**src/rtl/prt_pkg.sv**
```systemverilog
// Package: shared control-register layout and address map for the
// prescaled reload timer. Assumes an 8-bit control register.
package prt_pkg;

    typedef enum logic [1:0] {
        SRC_FULL  = 2'd0,
        SRC_DIV8  = 2'd1,
        SRC_DIV32 = 2'd2,
        SRC_SUB   = 2'd3
    } src_sel_e;

    typedef struct packed {
        logic [2:0] spare;
        logic       comp_en;
        logic       run;
        logic       pol;
        src_sel_e   src;
    } ctrl_t;

    localparam int CTL_W   = $bits(ctrl_t);
    localparam int POL_POS = 2;

    localparam logic [1:0] ADDR_PRE = 2'd0;
    localparam logic [1:0] ADDR_TMR = 2'd1;
    localparam logic [1:0] ADDR_CTL = 2'd2;

endpackage

```
**src/rtl/prt_src_mux.sv**
```systemverilog
// Module: picks one of N_SRC clock-enable inputs as the count tick.
// Assumes the enables are already synchronous to clk.
module prt_src_mux #(
    parameter int N_SRC = 4,
    localparam int SEL_W = $clog2(N_SRC)
) (
    input  logic [N_SRC-1:0] src_ticks,
    input  logic [SEL_W-1:0] sel,
    output logic             tick
);

    // Select the active enable.
    always_comb begin
        tick = src_ticks[sel];
    end

endmodule

```
**src/rtl/prt_down_counter.sv**
```systemverilog
// Module: down-counter with a reload register. A load writes both the
// reload value and the live count and overrides counting. uf flags the
// cycle in which an advance from zero wraps to the reload value.
module prt_down_counter #(
    parameter int W = 8
) (
    input  logic         clk,
    input  logic         rst_n,
    input  logic         en,
    input  logic         load,
    input  logic [W-1:0] load_val,
    output logic [W-1:0] cnt,
    output logic         uf
);

    logic [W-1:0] rel_q;

    // Wrap strobe: an advance from zero that no load overrides.
    always_comb begin
        uf = en && !load && (cnt == '0);
    end

    // Load, count down, or reload on wrap.
    always_ff @(posedge clk) begin
        if (!rst_n) begin
            cnt   <= '0;
            rel_q <= '0;
        end else if (load) begin
            cnt   <= load_val;
            rel_q <= load_val;
        end else if (en) begin
            cnt <= (cnt == '0) ? rel_q : cnt - 1'b1;
        end
    end

    assert_reload_on_wrap_R2: assert property (@(posedge clk) disable iff (!rst_n)
        uf |=> cnt == rel_q);

    assert_hold_when_idle_R4: assert property (@(posedge clk) disable iff (!rst_n)
        (!en && !load) |=> $stable(cnt));

    assert_load_wins_R12: assert property (@(posedge clk) disable iff (!rst_n)
        load |=> cnt == $past(load_val));

endmodule

```
**src/rtl/prt_toggle_out.sv**
```systemverilog
// Module: pulse output and interrupt pulses. The output inverts on each
// timer wrap. A forced level (stopped polarity change) wins and raises
// no edge interrupt. Assumes force and uf never coincide.
module prt_toggle_out (
    input  logic clk,
    input  logic rst_n,
    input  logic uf,
    input  logic pol,
    input  logic force_req,
    input  logic force_lvl,
    output logic out_q,
    output logic irq_uf,
    output logic irq_edge
);

    // Output level: forced start level, toggle on wrap, else hold.
    always_ff @(posedge clk) begin
        if (!rst_n) begin
            out_q <= 1'b1;
        end else if (force_req) begin
            out_q <= force_lvl;
        end else if (uf) begin
            out_q <= ~out_q;
        end
    end

    // Interrupt pulses: wrap and the polarity-selected edge.
    always_ff @(posedge clk) begin
        if (!rst_n) begin
            irq_uf   <= 1'b0;
            irq_edge <= 1'b0;
        end else begin
            irq_uf   <= uf && !force_req;
            irq_edge <= uf && !force_req && (out_q == pol);
        end
    end

    assert_toggle_on_wrap_R5: assert property (@(posedge clk) disable iff (!rst_n)
        (uf && !force_req) |=> out_q != $past(out_q));

    assert_edge_direction_R6: assert property (@(posedge clk) disable iff (!rst_n)
        irq_edge |-> out_q != $past(pol));

    assert_force_quiet_R11: assert property (@(posedge clk) disable iff (!rst_n)
        force_req |=> !irq_edge);

endmodule

```
**src/rtl/pulse_reload_timer.sv**
```systemverilog
// Module: top of the prescaled reload timer. Holds the control register,
// cascades prescaler into timer, and drives the pulse pins and interrupts.
// Assumes a single register port where reg_addr serves reads and writes.
module pulse_reload_timer #(
    parameter int DATA_W = 8
) (
    input  logic              clk,
    input  logic              rst_n,
    input  logic              src_full,
    input  logic              src_div8,
    input  logic              src_div32,
    input  logic              src_sub,
    input  logic              wr_en,
    input  logic [1:0]        reg_addr,
    input  logic [DATA_W-1:0] wr_data,
    output logic [DATA_W-1:0] rd_data,
    input  logic              port_val,
    output logic              pulse_out,
    output logic              pulse_out_n,
    output logic              irq_underflow,
    output logic              irq_edge
);
    import prt_pkg::*;

    localparam int N_SRC = 4;

    ctrl_t             ctrl_q;
    logic              ctl_wr, pre_wr, tmr_wr;
    logic              src_tick, tick;
    logic              pre_uf, tmr_uf;
    logic [DATA_W-1:0] pre_cnt, tmr_cnt;
    logic              force_req, force_lvl;

    // Decode register writes and the stopped polarity change.
    always_comb begin
        ctl_wr    = wr_en && (reg_addr == ADDR_CTL);
        pre_wr    = wr_en && (reg_addr == ADDR_PRE);
        tmr_wr    = wr_en && (reg_addr == ADDR_TMR);
        force_req = ctl_wr && !ctrl_q.run && (wr_data[POL_POS] != ctrl_q.pol);
        force_lvl = ~wr_data[POL_POS];
        tick      = src_tick && ctrl_q.run;
    end

    // Control register.
    always_ff @(posedge clk) begin
        if (!rst_n) begin
            ctrl_q <= '0;
        end else if (ctl_wr) begin
            ctrl_q <= ctrl_t'(wr_data[CTL_W-1:0]);
        end
    end

    prt_src_mux #(.N_SRC(N_SRC)) u_src (
        .src_ticks ({src_sub, src_div32, src_div8, src_full}),
        .sel       (ctrl_q.src),
        .tick      (src_tick)
    );

    prt_down_counter #(.W(DATA_W)) u_pre (
        .clk      (clk),
        .rst_n    (rst_n),
        .en       (tick),
        .load     (pre_wr),
        .load_val (wr_data),
        .cnt      (pre_cnt),
        .uf       (pre_uf)
    );

    prt_down_counter #(.W(DATA_W)) u_tmr (
        .clk      (clk),
        .rst_n    (rst_n),
        .en       (pre_uf),
        .load     (tmr_wr),
        .load_val (wr_data),
        .cnt      (tmr_cnt),
        .uf       (tmr_uf)
    );

    prt_toggle_out u_out (
        .clk       (clk),
        .rst_n     (rst_n),
        .uf        (tmr_uf),
        .pol       (ctrl_q.pol),
        .force_req (force_req),
        .force_lvl (force_lvl),
        .out_q     (pulse_out),
        .irq_uf    (irq_underflow),
        .irq_edge  (irq_edge)
    );

    // Read mux and complementary pin.
    always_comb begin
        case (reg_addr)
            ADDR_PRE: rd_data = pre_cnt;
            ADDR_TMR: rd_data = tmr_cnt;
            ADDR_CTL: rd_data = DATA_W'(ctrl_q);
            default:  rd_data = '0;
        endcase
        pulse_out_n = ctrl_q.comp_en ? ~pulse_out : port_val;
    end

    assert_stopped_quiet_R4: assert property (@(posedge clk) disable iff (!rst_n)
        !ctrl_q.run |=> !irq_underflow);

    assert_edge_needs_wrap_R6: assert property (@(posedge clk) disable iff (!rst_n)
        irq_edge |-> irq_underflow);

    assert_stopped_holds_out_R4: assert property (@(posedge clk) disable iff (!rst_n)
        (!ctrl_q.run && !force_req) |=> $stable(pulse_out));

endmodule

```
**config.mk**
```make
export PLATFORM = sky130hd
export DESIGN_NAME = pulse_reload_timer
export DESIGN_NICKNAME = d
export VERILOG_FILES = /design/src/rtl/prt_pkg.sv /design/src/rtl/prt_src_mux.sv /design/src/rtl/prt_down_counter.sv /design/src/rtl/prt_toggle_out.sv /design/src/rtl/pulse_reload_timer.sv
export SDC_FILE = /design/constraint.sdc
export NUM_CORES = 1
export LEC_CHECK = 0
export CORE_UTILIZATION = 55
export CTS_CLUSTER_SIZE = 30
export DETAILED_ROUTE_END_ITERATION = 8
export MAX_ROUTING_LAYER = met4
export PLACE_DENSITY = 0.79
export SYNTH_ARGS = -nofsm -noshare
export SYNTH_HDL_FRONTEND = slang
export SYNTH_SLANG_ARGS = --single-unit
```
**constraint.sdc**
```tcl
create_clock -name clk -period 2.2 [get_ports clk]
set_input_delay 0.44 -clock clk [delete_from_list [all_inputs] [get_ports clk]]
set_output_delay 0.44 -clock clk [all_outputs]
set_load 0.05 [all_outputs]
```
* After elaboration in Yosys (flattened, before gate mapping) *
Cells that the tools add are included.

cells by class
  add/sub/neg operators = 2
  magnitude comparators = 1
  equal/unequal tests = 4
  muxes and demuxes = 12
  bitwise logic cells = 2
  reductions and logical operators = 22

operators with widths
  cell                                                 number
  two-way mux 8 bit                                    6
  one-hot mux 8 bit (3 select lines)                   1
  zero test 8 bit                                      2
  subtractor 8 x 1 -> 8 bit (second input constant)    2
  logical AND 1 bit                                    12
  nonzero test 2 bit                                   3
  zero test 1 bit                                      4
  two-way mux 1 bit                                    4
  < comparator 2 x 3 -> 1 bit (second input constant)  1
  binary-select mux 1 bit (select 2 bit)               1
  == test 2 x 1 -> 1 bit (second input constant)       1
  == test 2 bit (second input constant)                1
  zero test 2 bit                                      1
  inverter 1 bit                                       2
  == test 1 bit                                        1
  != test 1 bit                                        1

word-level totals
  bits in registers = 43
  input port bits = 18
  output and inout bits = 12
  logic and storage cells = 55

* Longest topological paths before layout *
  word-level depth = 9
  gate-level depth with buffers = 8
  depth with buffers taken out = 7

* Cells and area by module *
A second synthesis with hierarchy kept.

unflattened totals
  cell total of the unflattened synthesis = 271
  area, all modules = 2549.9 um^2

modules (own cells, without submodules)
  module              instances  cells each  area each (um^2)  seq. area each (um^2)
  prt_down_counter    2          98          923.4             320.3
  pulse_reload_timer  1          64          569.3             160.2
  prt_toggle_out      1          10          111.4             60.1
  prt_src_mux         1          1           22.5              0.0

* Least setup slack after synthesis *
OpenSTA, ideal clock, no wires.

  path kind = input-to-output
  from = in reg_addr[1]
  to = out rd_data[0]
  arrival = 2062 ps
  data required time = 1760 ps
  setup slack = -302 ps
  stages on the path = 3
  path buffers = 1
  path through = buf_1 mux2i_1 o21ai_0

on the way
  cells in the longest elaborated chain, start to end = 2
  elaborated cells on any way between the ends = 4
  classes of those cells = eq/ne: 2; mux: 1; reduce/logical: 1

ends and longest elaborated chain
  element                                      line                      RTL
  start, declared                              pulse_reload_timer.sv:14  input logic [1:0] reg_addr,
  == test 2 bit, or another cell as far along  pulse_reload_timer.sv:93  case (reg_addr)
  one-hot mux 8 bit (3 select lines) (*)       pulse_reload_timer.sv:93
  end, declared                                pulse_reload_timer.sv:16  output logic [DATA_W-1:0] rd_data,

Every way passes the cells marked *; elsewhere a longest branch is shown, timed or not.

* Final worst setup path *
  from = in reg_addr[0]
  to = out rd_data[3]

Same word-level chain as after synthesis.

==> impl_results.rst <==
.. list-table::
   :header-rows: 1

   * - Metric
     - Value
   * - Half-perimeter wire length after detailed placement
     - 4.539 mm
   * - Worst slew pin tran
     - 0.4885 ns
   * - Mapped cell area
     - 2354 um2
   * - Number of max-cap violations
     - 0
   * - Shortest clock period the worst path allows after layout
     - 2.073 ns
   * - Final count of pins violating max slew
     - 0
   * - CP Launch Point
     - reg_addr[0]
   * - WL final
     - 6.325 mm
   * - Fill cell count
     - 300
   * - Core ar.
     - 4058 um2
   * - Source-to-sink clock delay at the later pin of the worst-skew pair
     - 0.30 ns
   * - Starting utilization of the core area
     - 0.5800
   * - Antenna cells
     - 0
   * - Top flip-flop cell by instance count after synthesis
     - sky130_fd_sc_hd__dfxtp_1
   * - Largest net degree at the start of global routing
     - 35
   * - Routed vias
     - 2,349
   * - DR WL/cell
     - 16.30 um
   * - Bufs on Longest Clock Path
     - 2
   * - Hold Path Stages
     - 2
   * - Clock tree from TritonCTS
     - done
   * - Number of synthesized flops with an enable pin
     - 0
   * - Cell variety after synth
     - 46
   * - Critical path class
     - in -> out
   * - Worst setup skew after layout
     - 0.003695 ns
   * - Synth top area cells
     - sky130_fd_sc_hd__dfxtp_1 37%, sky130_fd_sc_hd__nand2_1 8.3%, sky130_fd_sc_hd__mux2i_1 8.1%
   * - Post-placement worst setup slack
     - -0.06110 ns
   * - Deepest level of the CTS H-tree
     - 2
   * - Total instance count after detailed placement
     - 380
   * - Quantity of I/O buffers inserted on ports
     - 29
   * - All-layer global routing usage
     - 0.3058
   * - TritonCTS buffer count
     - 5
   * - Number of optimization iterations in the first detailed-route pass
     - 5
   * - Classification of the worst-slack hold path
     - reg -> reg
   * - Wire length of the first global-routing pass
     - 9.922 mm
   * - Total die area
     - 4545 um2
   * - Remaining antenna violation count
     - 0
   * - Result of the run
     - finished clean
   * - Startpoint of the lowest-slack register-to-register path
     - u_tmr.cnt[1]
   * - Min Hold Slack
     - 0.4586 ns
   * - Leakage component of the power
     - 1.164 nW
   * - Post-route core utilization
     - 0.7524
   * - Tightest slew margin relative to the limit
     - 0.6733
   * - Peak supply drop
     - 0.4481 mV
   * - Yosys warnings
     - 0
   * - Crit path required time
     - 1.76 ns
   * - Via count of the first global-routing pass
     - 2,138
   * - I/O pin count
     - 30
   * - Final-report hold violation count
     - 0
   * - Share of the clock period used by the worst path after layout
     - 0.9424
   * - Count of nets after finishing
     - 359
   * - Worst reg-to-reg path cell count
     - 7
   * - FP Rows
     - 23
   * - Share of final-layout standard cells stronger than drive strength 1
     - 0.1538
   * - Flop and latch count out of synthesis
     - 43
   * - Kind of start point of the critical path
     - primary input
   * - Endpoint kind of the worst setup timing path
     - output pin
   * - Initial antenna violation count
     - 0
   * - Post-cts sizing count
     - 0
   * - Number of DRC markers in iteration 0
     - 196
   * - Clk Tree Root Cell
     - sky130_fd_sc_hd__clkbuf_8
   * - Post-synthesis sequential area ratio
     - 0.3658
   * - Data arrival time at the worst-slack endpoint
     - 1.63 ns
   * - Clk slew on worst S/H paths
     - 0.08 ns
   * - Final non-filler cell total
     - 388
   * - Post-synthesis net count
     - 314
   * - DRC viols
     - 0
   * - Horizontal die dimension
     - 67.42 um
   * - Maximum clock frequency
     - 482.3 MHz
   * - Cell type with the highest aggregate area in the netlist
     - sky130_fd_sc_hd__dfxtp_1
   * - Highest fanout seen on the critical path
     - 8
   * - Final setup slack of the worst path
     - 0.1267 ns
   * - Relative area change from synthesis to final layout
     - 29.72%
   * - Average cell area after synthesis
     - 8.060 um2
   * - Synth async-reset ratio
     - 0
   * - Cell types with the highest counts after synthesis
     - 52 x sky130_fd_sc_hd__nand2_1, 43 x sky130_fd_sc_hd__dfxtp_1, 27 x sky130_fd_sc_hd__a21oi_1
   * - Final weighted congestion of routability-driven global placement
     - 0.9065
   * - Num Clock Sinks
     - 43
   * - Die H
     - 67.42 um
   * - Cell count after synthesis
     - 292
   * - Most repeated cell in the gate-level netlist after synthesis
     - sky130_fd_sc_hd__nand2_1
   * - Post-CTS setup buffers
     - 0
   * - Endpoints failing setup
     - 0
   * - Cts-stage hold buffer count
     - 0
   * - Setup repair after global routing missed its margin
     - false
   * - Sum of overflow across all layers after global routing
     - 0
   * - Vias per cell
     - 6.054
   * - Source of the worst hold timing path
     - u_tmr.rel_q[3]
   * - Area fraction of the dominant cell type after synthesis
     - 0.3658
   * - Power per standard cell area
     - 651.1 nW/um2
-- placed cells by master (no fill, tap or decap), drive strengths merged, types with 3 or more instances in the layout --
master         synthesis  layout
a31oi                 13      13
nand2                 53      53
xnor2                  7       7
ha                     4       4
buf                    3      35
a21oi                 27      27
a311o                  3       3
inv                    6       6
nor2b                  3       3
nand3                 10      10
a211o                  6       6
mux2                   3       3
clkbuf                14       6
dfxtp                 43      43
or3                    4       4
nor2                  18      18
o21ai                 18      18
mux2i                 19      19
nand2b                 4       4
o211ai                 4       4
nor3                   5       5
clkdlybuf4s50          0      19
nor4                   3       3
-- worst paths after layout --
| check | slack (ns) | to |
|---|---|---|
| min reg2reg | 0.46 | u_tmr.rel_q[3] |
| min | 0.46 | u_tmr.rel_q[3] |
| max reg2reg | 0.17 | u_tmr.cnt[4] |
| max | 0.13 | rd_data[3] |
-- state kept, by name (all words and copies together), names as in the netlist --
name and flops:
u_tmr.cnt 8, u_tmr.rel_q 8, ctrl_q 8, u_pre.cnt 8
u_pre.rel_q 8, u_out.out_q 1, u_out.irq_edge 1, u_out.irq_uf 1
-- worst max-delay path, stage by stage --
cell                              delay (ns)
sky130_fd_sc_hd__clkdlybuf4s50_1        0.48
sky130_fd_sc_hd__nor2b_1                0.15
sky130_fd_sc_hd__buf_4                  0.16
sky130_fd_sc_hd__nand2_1                0.06
sky130_fd_sc_hd__o21ai_1                0.16
sky130_fd_sc_hd__buf_12                 0.17
-- logic make-up after synthesis --
kind of cell             Yosys count  synth area share
AO/OA/AOI/OAI                     77            0.2010
XOR/XNOR                           9           0.03349
adder cells (fa/ha/maj)            4           0.02127
buffers and inverters             24           0.04252
flip-flops                        43            0.3658
multiplexers                      22           0.09516
AND/OR/NAND/NOR                  113            0.2408
-- per-stage QoR --
stage	power [mW]	TNS [ns]	instance area [um2]
2_1_floorplan	1.103	0	2354
3_3_place_gp	1.262	-0.04933	2918
3_5_place_dp	1.270	-0.1827	2918
4_1_cts	1.992	0	3050
5_1_grt	2.055	0	3053
6_report	1.988	0	3053
-- routing by layer --
layer	global-route usage	routed length [um]
met1	0.3860	2912
met2	0.4925	2892
met3	0.04054	357
met4	0.1197	163
met5	-	0
-- report_power, final --
part	switching (mW)	leakage (nW)	total, mW	internal [mW]
logic	0.221	0.748	0.415	0.194
clock network	0.273	0.0654	0.727	0.454
registers	0.0385	0.350	0.846	0.807
total	0.533	1.16	1.99	1.46
-- cell type report --
type	count	area, um2	area share
multi-input cells	225	1393	0.4561
flip-flops and latches	43	860.8	0.2820
repair buffers	55	578.1	0.1893
clock buffers	6	72.57	0.02377
well taps	50	62.56	0.02049
clock inverters	2	60.06	0.01967
inverters	7	26.28	0.008607
Note: power is estimated with default switching activity, not from simulation.
